===== config.mk =====
export PLATFORM = sky130hd
export DESIGN_NAME = pwr_rst_seq
export DESIGN_NICKNAME = d
export VERILOG_FILES = /design/src/rtl/pwr_rst_seq_pkg.sv /design/src/rtl/pwr_rst_seq_dp.sv /design/src/rtl/pwr_rst_seq_ctrl.sv /design/src/rtl/pwr_rst_seq.sv
export SDC_FILE = /design/constraint.sdc
export NUM_CORES = 1
export LEC_CHECK = 0
export BUFFER_PORTS_ARGS = -buffer_cell sky130_fd_sc_hd__buf_4
export CAP_MARGIN = 10
export CORE_MARGIN = 5
export CORE_UTILIZATION = 61
export DETAILED_ROUTE_END_ITERATION = 10
export GPL_TIMING_DRIVEN = 0
export MAX_ROUTING_LAYER = met4
export PLACE_DENSITY = 0.79
export SKIP_CTS_REPAIR_TIMING = 1
export SLEW_MARGIN = 25
export SYNTH_ARGS = -nofsm -noshare
export SYNTH_HDL_FRONTEND = slang
export SYNTH_SLANG_ARGS = --single-unit

===== constraint.sdc =====
create_clock -name clk -period 1.56 [get_ports clk]
set_input_delay 0.312 -clock clk [delete_from_list [all_inputs] [get_ports clk]]
set_output_delay 0.312 -clock clk [all_outputs]
set_load 0.005 [all_outputs]

===== src/rtl/pwr_rst_seq_pkg.sv =====
package pwr_rst_seq_pkg;

  typedef enum logic [2:0] {
    ST_POR,
    ST_RUN,
    ST_LOW,
    ST_PDOWN,
    ST_WAIT
  } seqState_t;

  typedef enum logic {
    WAIT_SHORT,
    WAIT_LONG
  } waitSel_t;

  // control -> datapath strobes
  typedef struct packed {
    logic     waitLoad;
    waitSel_t waitSel;
  } seqStrobe_t;

  // datapath -> control flags
  typedef struct packed {
    logic pinHigh;
    logic lowAtMin;
    logic lowAtPd;
    logic waitOne;
  } seqStatus_t;

endpackage


===== src/rtl/pwr_rst_seq_dp.sv =====
module pwr_rst_seq_dp
  import pwr_rst_seq_pkg::*;
#(
  parameter int NUM_SUPPLY  = 3,
  parameter int RST_MIN_LOW = 4,
  parameter int PD_LOW      = 65536,
  parameter int RST_WAIT    = 8,
  parameter int PD_WAIT     = 65536,
  parameter int POR_WAIT    = 65536
) (
  input  logic                  clk,
  input  logic                  resetPinN,
  input  logic [NUM_SUPPLY-1:0] supplyOk,
  input  seqStrobe_t            strobe,
  output logic                  porRstN,
  output seqStatus_t            status
);

  localparam int LOW_W    = $clog2(PD_LOW + 1);
  localparam int WAIT_MAX = (POR_WAIT > PD_WAIT)
                            ? ((POR_WAIT > RST_WAIT) ? POR_WAIT : RST_WAIT)
                            : ((PD_WAIT > RST_WAIT) ? PD_WAIT : RST_WAIT);
  localparam int WAIT_W   = $clog2(WAIT_MAX + 1);

  logic              allGood;
  logic [1:0]        porSync;
  logic [1:0]        pinSync;
  logic [LOW_W-1:0]  lowCnt;
  logic [WAIT_W-1:0] waitCnt;
  logic [WAIT_W-1:0] waitLoadVal;

  assign allGood = &supplyOk;

  // release synchronizer: asserts at once, releases after two edges
  always_ff @(posedge clk or negedge allGood) begin
    if (!allGood) porSync <= 2'b00;
    else          porSync <= {porSync[0], 1'b1};
  end
  assign porRstN = porSync[1];

  // pin synchronizer
  always_ff @(posedge clk or negedge porRstN) begin
    if (!porRstN) pinSync <= 2'b11;
    else          pinSync <= {pinSync[0], resetPinN};
  end

  // low-time counter, saturating at the power-down threshold
  always_ff @(posedge clk or negedge porRstN) begin
    if (!porRstN)                       lowCnt <= '0;
    else if (pinSync[1])                lowCnt <= '0;
    else if (lowCnt != LOW_W'(PD_LOW))  lowCnt <= lowCnt + 1'b1;
  end

  always_comb begin
    waitLoadVal = (strobe.waitSel == WAIT_LONG) ? WAIT_W'(PD_WAIT) : WAIT_W'(RST_WAIT);
  end

  // shared wait counter: power-on count, post-reset and post-power-down waits
  always_ff @(posedge clk or negedge porRstN) begin
    if (!porRstN)             waitCnt <= WAIT_W'(POR_WAIT);
    else if (strobe.waitLoad) waitCnt <= waitLoadVal;
    else if (waitCnt != '0)   waitCnt <= waitCnt - 1'b1;
  end

  always_comb begin
    status.pinHigh  = pinSync[1];
    status.lowAtMin = (lowCnt >= LOW_W'(RST_MIN_LOW));
    status.lowAtPd  = (lowCnt == LOW_W'(PD_LOW));
    status.waitOne  = (waitCnt == WAIT_W'(1));
  end

endmodule


===== src/rtl/pwr_rst_seq_ctrl.sv =====
module pwr_rst_seq_ctrl
  import pwr_rst_seq_pkg::*;
(
  input  logic       clk,
  input  logic       porRstN,
  input  logic       cmdResetStb,
  input  seqStatus_t status,
  output seqStrobe_t strobe,
  output logic       coreReset,
  output logic       powerDown,
  output logic       resetPulse,
  output logic       commReady
);

  seqState_t state, stateNext;
  logic      pulseNext;

  always_comb begin
    stateNext      = state;
    pulseNext      = 1'b0;
    strobe.waitLoad = 1'b0;
    strobe.waitSel  = WAIT_SHORT;
    unique case (state)
      ST_POR: begin
        if (status.waitOne) begin
          stateNext = ST_RUN;
          pulseNext = 1'b1;
        end
      end
      ST_RUN: begin
        if (!status.pinHigh) begin
          stateNext = ST_LOW;
        end else if (cmdResetStb) begin
          stateNext       = ST_WAIT;
          pulseNext       = 1'b1;
          strobe.waitLoad = 1'b1;
        end
      end
      ST_LOW: begin
        if (status.lowAtPd) begin
          stateNext = ST_PDOWN;
        end else if (status.pinHigh) begin
          if (status.lowAtMin) begin
            stateNext       = ST_WAIT;
            pulseNext       = 1'b1;
            strobe.waitLoad = 1'b1;
          end else begin
            stateNext = ST_RUN;
          end
        end
      end
      ST_PDOWN: begin
        if (status.pinHigh) begin
          stateNext       = ST_WAIT;
          pulseNext       = 1'b1;
          strobe.waitLoad = 1'b1;
          strobe.waitSel  = WAIT_LONG;
        end
      end
      ST_WAIT: begin
        if (!status.pinHigh) begin
          stateNext = ST_LOW;
        end else if (cmdResetStb) begin
          pulseNext       = 1'b1;
          strobe.waitLoad = 1'b1;
        end else if (status.waitOne) begin
          stateNext = ST_RUN;
        end
      end
      default: stateNext = ST_POR;
    endcase
  end

  always_ff @(posedge clk or negedge porRstN) begin
    if (!porRstN) begin
      state      <= ST_POR;
      resetPulse <= 1'b0;
    end else begin
      state      <= stateNext;
      resetPulse <= pulseNext;
    end
  end

  always_comb begin
    coreReset = (state == ST_POR) || (state == ST_PDOWN) ||
                ((state == ST_LOW) && status.lowAtMin);
    powerDown = (state == ST_PDOWN);
    commReady = (state == ST_RUN);
  end

endmodule


===== src/rtl/pwr_rst_seq.sv =====
module pwr_rst_seq
  import pwr_rst_seq_pkg::*;
#(
  parameter int NUM_SUPPLY  = 3,
  parameter int RST_MIN_LOW = 4,
  parameter int PD_LOW      = 65536,
  parameter int RST_WAIT    = 8,
  parameter int PD_WAIT     = 65536,
  parameter int POR_WAIT    = 65536
) (
  input  logic                  clk,
  input  logic                  resetPinN,
  input  logic [NUM_SUPPLY-1:0] supplyOk,
  input  logic                  cmdResetStb,
  output logic                  coreReset,
  output logic                  powerDown,
  output logic                  loadDefaults,
  output logic                  convRestart,
  output logic                  commReady
);

  seqStrobe_t strobe;
  seqStatus_t status;
  logic       porRstN;
  logic       resetPulse;

  pwr_rst_seq_dp #(
    .NUM_SUPPLY (NUM_SUPPLY),
    .RST_MIN_LOW(RST_MIN_LOW),
    .PD_LOW     (PD_LOW),
    .RST_WAIT   (RST_WAIT),
    .PD_WAIT    (PD_WAIT),
    .POR_WAIT   (POR_WAIT)
  ) i_dp (
    .clk      (clk),
    .resetPinN(resetPinN),
    .supplyOk (supplyOk),
    .strobe   (strobe),
    .porRstN  (porRstN),
    .status   (status)
  );

  pwr_rst_seq_ctrl i_ctrl (
    .clk        (clk),
    .porRstN    (porRstN),
    .cmdResetStb(cmdResetStb),
    .status     (status),
    .strobe     (strobe),
    .coreReset  (coreReset),
    .powerDown  (powerDown),
    .resetPulse (resetPulse),
    .commReady  (commReady)
  );

  assign loadDefaults = resetPulse;
  assign convRestart  = resetPulse;

endmodule


Yosys cells after proc, flatten, opt, wreduce, memory -nomap -nowiden
Cells that the tools add are included.
W data, S select, Z words.
- eq/ne operators: 11
- bitwise gates (word level): 0
- magnitude comparators: 1
- divide/modulo/power cells: 0
- $mul: 0
- reduce and logical (&&, ||, !) cells: 10
- shift operators: 0
- add/subtract/negate cells: 2
- mux-type cells: 26
- operator list (kind ; count):
    $mux W17 ; 5
    $mux W3 ; 9
    $add A17 B1 Y17 const B ; 1
    $eq A17 B1 Y1 const B ; 1
    $eq A17 B17 Y1 const B ; 1
    $ge A17 B3 Y1 const B ; 1
    $ne A17 B17 Y1 const B ; 1
    $reduce_bool A17 Y1 ; 1
    $sub A17 B1 Y17 const B ; 1
    $pmux W3 S5 ; 1
    $mux W1 ; 8
    $eq A3 B2 Y1 const B ; 2
    $ne A3 B3 Y1 const B ; 2
    $pmux W1 S4 ; 1
    $reduce_and A4 Y1 ; 1
    $reduce_bool A2 Y1 ; 2
    $eq A3 B1 Y1 const B ; 1
    $eq A3 B3 Y1 const B ; 1
    $logic_not A3 Y1 ; 1
    $ne A3 B2 Y1 const B ; 1
    $pmux W1 S3 ; 1
    $reduce_and A3 Y1 ; 1
    $logic_or A1 B1 Y1 ; 2
    $mux W2 ; 1
    3 further kinds ; 3
- output and inout bits: 5
- RAM bits: 0
- latch bits: 0
- input port bits: 6
- memories: 0
- bits in read-only memories: 0
- word-level logic and storage cells: 56
- register bits after elaboration: 42

Longest topological paths before layout
- depth in word-level cells: 6
- depth in mapped cells: 7
- gate-level depth less buffers: 6

Modules after synthesis
Synthesis repeated with hierarchy kept, for this count alone.
- cells, all modules: 255
- area, all modules: 2377.3 µm²
- by module, submodules not included (module ; sequential area each (µm²) ; cells an instance ; instances ; area an instance (µm²)):
    pwr_rst_seq_dp ; 954.7 ; 208 ; 1 ; 1991.9
    pwr_rst_seq_ctrl ; 100.1 ; 46 ; 1 ; 377.9
    pwr_rst_seq ; 0.0 ; 1 ; 1 ; 7.5

Least setup slack after synthesis
No wires, ideal clock.
- kind: reg2reg
- from: register i_dp.waitCnt[0]
- to: register i_dp.waitCnt[7]
- path buffers: 0
- library setup time: 0.073 ns
- data arrival time: 1.788 ns
- period minus slack after synthesis: 1.861 ns
- stages on the path, launching flop included: 5
- slack: -0.301 ns
- data required time: 1.487 ns
- cells stage by stage: dfrtp_1 -> or4_4 -> or4_1 -> or3_1 -> a21oi_2
- cells in the longest elaborated chain, start to end: 3
- elaborated cells on any way between the ends: 5
- those cells by class: add/sub (1); mux (2); reduce/logical (2)
- RTL lines (element ; RTL line ; RTL):
    from (decl) ; pwr_rst_seq_dp.sv:29 ; logic [WAIT_W-1:0] waitCnt;
    from (signal assigned) ; pwr_rst_seq_dp.sv:60 ; if (!porRstN) waitCnt <= WAIT_W'(POR_WAIT);
    from (signal assigned) ; pwr_rst_seq_dp.sv:61 ; else if (strobe.waitLoad) waitCnt <= waitLoadVal;
    from (signal assigned) ; pwr_rst_seq_dp.sv:62 ; else if (waitCnt != '0) waitCnt <= waitCnt - 1'b1;
    $sub A17 B1 Y17 ; pwr_rst_seq_dp.sv:62 ;
    $mux W17 ; pwr_rst_seq_dp.sv:62 ;
    $mux W17 ; pwr_rst_seq_dp.sv:61 ;
Parallel ways exist; a longest one is shown, timed or not. The select of a mux whose other input is x is not followed.
A chain may end at the register's enable or synchronous reset.

Worst setup path in the final report
- from: register i_dp.lowCnt[14]
- to: output port coreReset
- cells in the longest elaborated chain, start to end: 3
- RTL lines (element ; RTL line ; RTL):
    from (decl) ; pwr_rst_seq_dp.sv:28 ; logic [LOW_W-1:0] lowCnt;
    from (signal assigned) ; pwr_rst_seq_dp.sv:51 ; else if (lowCnt != LOW_W'(PD_LOW)) lowCnt <= lowCnt + 1'b1;
    $ge A17 B3 Y1 ; pwr_rst_seq_dp.sv:67 ; status.lowAtMin = (lowCnt >= LOW_W'(RST_MIN_LOW));
    $logic_and A1 B1 Y1 ; pwr_rst_seq_ctrl.sv:86 ; ((state == ST_LOW) && status.lowAtMin);
    $logic_or A1 B1 Y1 ; pwr_rst_seq_ctrl.sv:85 ; coreReset = (state == ST_POR) || (state == ST_PDOWN) ||
    to (decl) ; pwr_rst_seq.sv:15 ; output logic coreReset,
Every way passes these cells.

==> run metrics <==
layout cells sized above 1 ~46%; design area 3440 µm²; CTS clk-pin slew, worst paths approximately 90 ps; Mapped Nets roughly 270; DRC 0; Startpoint Class flip-flop; commonest non-fill, non-tap cell in the layout buf_4; clk buf depth 2; # setup viols final 31; # fillers between 150 and 200; DP HPWL roughly 3700 µm; Max FO, Critical Path 4; Fin. Hold Viols 0; Placement Cell Area 2680 µm²; Slew Limit Headroom between 60% and 70%; RSZ-0062 raised after global routing yes; min Tclk post-route 2000 ps; ANT cells 0; CTS buffer count 5; starting DRC count in detailed routing 205; slowest stage cell, crit path dfrtp_1; CP peak stage delay around 430 ps; post-synthesis adder-cell area fraction 2.58%; WS Path Type flip-flop to primary output; area leader, netlist dfrtp_1; ys flop type dfrtp_1; drt first pass iters 5; root buffer cell clkbuf_8; critical-path cell list nor4_4 -> and4_4 -> a31oi_2 -> buf_4; Die X roughly 73 µm; number of synthesized register bits 42; post-synthesis mux area share 1.24%; Peak VDD IR 0.574 mV; cells taking the most area after synthesis dfrtp_1, a21oi_1, nor2_1; XOR/XNOR Fraction of Synth Area approximately 4.7%; drt wl/cell roughly 20 µm; CTS tree yes; RePlAce Congestion between 0.8 and 0.9; outcome finished with violations; via count of the first global-routing pass 1988; die footprint around 5300 µm²; # IOs 11; Max Cap Violations 0; first-pass GRT wire length 9010 µm; Cell Area, Synth between 2000 and 2500 µm²; # rows 23; Power per Cell Area a little under 600 nW/µm²; worst path arrival time 1690 ps; simple-gate portion of the synthesized area 29.2%; Post-Route WL 7380 µm; DR vias roughly 2500; f_max about 500 MHz; most frequent cells in the layout buf_4, dfrtp_1, nor2_1; Starting Density 62.0%; main combinational cell family by area after synthesis simple AND/OR/NAND/NOR gates; CP required about 1300 ps; number of port buffers 10; Setup crit end kind primary output; H-Tree Depth 2; Die H ~73 µm; fin crit share 128%; Worst-Margin Slew ~560 ps; Core Region 3910 µm²; Layout area overhead 41.9%; Yosys Warn Count 0; clk_lat worst skew about 300 ps; Sink Count between 40 and 50; antenna violations before repair 0; setup TNS -4640 ps; Netlist cell types 54; Yosys top cell area share about two fifths; post-synthesis sequential area ratio 43.5%; post-route setup slack -439 ps; Post-synth EDFFs 0; Slew Limit Fails 0; Async SR Flop Fraction 100%; syn avg cell area 9.22 µm²; failing checks negative setup slack; grt ovf 0; largest net degree at the start of global routing 31; Mapped Cells roughly 260; DR vias/cell between 6 and 7; Synth Area in Compound Gates between 10% and 20%; Nets around 330; GRT Util Overall roughly 22%; Pleak 1.41 nW; hold crit path type input port to flip-flop; Routed Antenna Nets 0; Clock Skew just over 8 ps; DP Worst Slack -428 ps; final core utilization 87.9%
-- cell families after synthesis --
group           Yosys count
simple gates            123
compound gates           57
flops                    42
buf+inv                  19
xor+xnor                 13
fa+ha+maj                 5
mux                       3
other cells               1
-- where the power goes --
part / internal [mW] / switching (mW) / total (mW)
Sequential: 1.10 / 0.0168 / 1.12
Clock: 0.356 / 0.410 / 0.767
Combinational: 0.0586 / 0.0708 / 0.129
-- routing by layer --
metal / track usage [%] / vias up / routed length [µm]
li1: - / 1089 / -
met1: 27.1 / 1242 / 2840
met2: 35.3 / 128 / 3810
met3: 4.68 / 30 / 498
met4: 9.02 / 0 / 231
met5: - / - / 0
-- Yosys cell counts (all sizes together) (2+ instances only) --
cell and number:
and4 3, or4 7, buf 5, nor3 8, a21oi 20, mux2i 3, nor2 25, xor2 5
a211oi 2, a21o 3, a2bb2oi 2, clkbuf 6, nor3b 4, a211o 3, nand4 10, and3 4
dfrtp 39, nor4 12, nand2 18, nor2b 5, and2 3, o21ai 11, a22oi 2, xnor2 8
inv 8, nand2b 2, o31ai 5, a311oi 2, or3 7, ha 5, dfstp 3, nand3 9
or2 2
-- layout make-up --
cell class	instances	area, µm²	area share (%)
Tap cell	50	62.6	1.82
Sequential cell	42	1070	31.1
Multi-Input combinational cell	202	1680	48.7
Inverter	8	30.0	0.872
Timing Repair Buffer	48	408	11.9
Clock inverter	2	12.5	0.364
Buffer	11	100	2.91
Clock buffer	6	82.6	2.40
-- registers in the layout (all words and copies together) (netlist names) --
register,cells
i_dp.porSync,2
i_ctrl.resetPulse,1
i_dp.waitCnt,17
i_dp.lowCnt,17
i_ctrl.state,3
i_dp.pinSync,2
-- critical path: cells and delay by family, from the launching register on --
family,cells,cell delay (ps)
flops,1,430
simple gates,2,690
compound gates,1,110
buf+inv,1,150
-- worst paths after layout --
path	start	end	slack, ps	cells after the start
worst max-delay path	i_dp.lowCnt[14]	coreReset	-440	4
worst min-delay path	resetPinN	i_dp.pinSync[0]	110	1
worst max register to register	i_dp.waitCnt[0]	i_dp.waitCnt[7]	-430	4
worst min register to register	i_dp.porSync[1]	i_dp.waitCnt[12]	140	0
max in group asynchronous	supplyOk[1]	i_dp.porSync[1]	350	4
min in group asynchronous	i_dp.porSync[1]	i_dp.waitCnt[12]	140	0
-- per-stage QoR --
step	cells	power, mW	hold slack [ps]
final	369	2.01	114
after global routing	369	2.08	101
after CTS	332	1.99	-74.7
after detailed placement	324	1.24	142
after global placement	323	1.23	231
after floorplan	263	1.20	145
(Power assumes the default switching activity.)
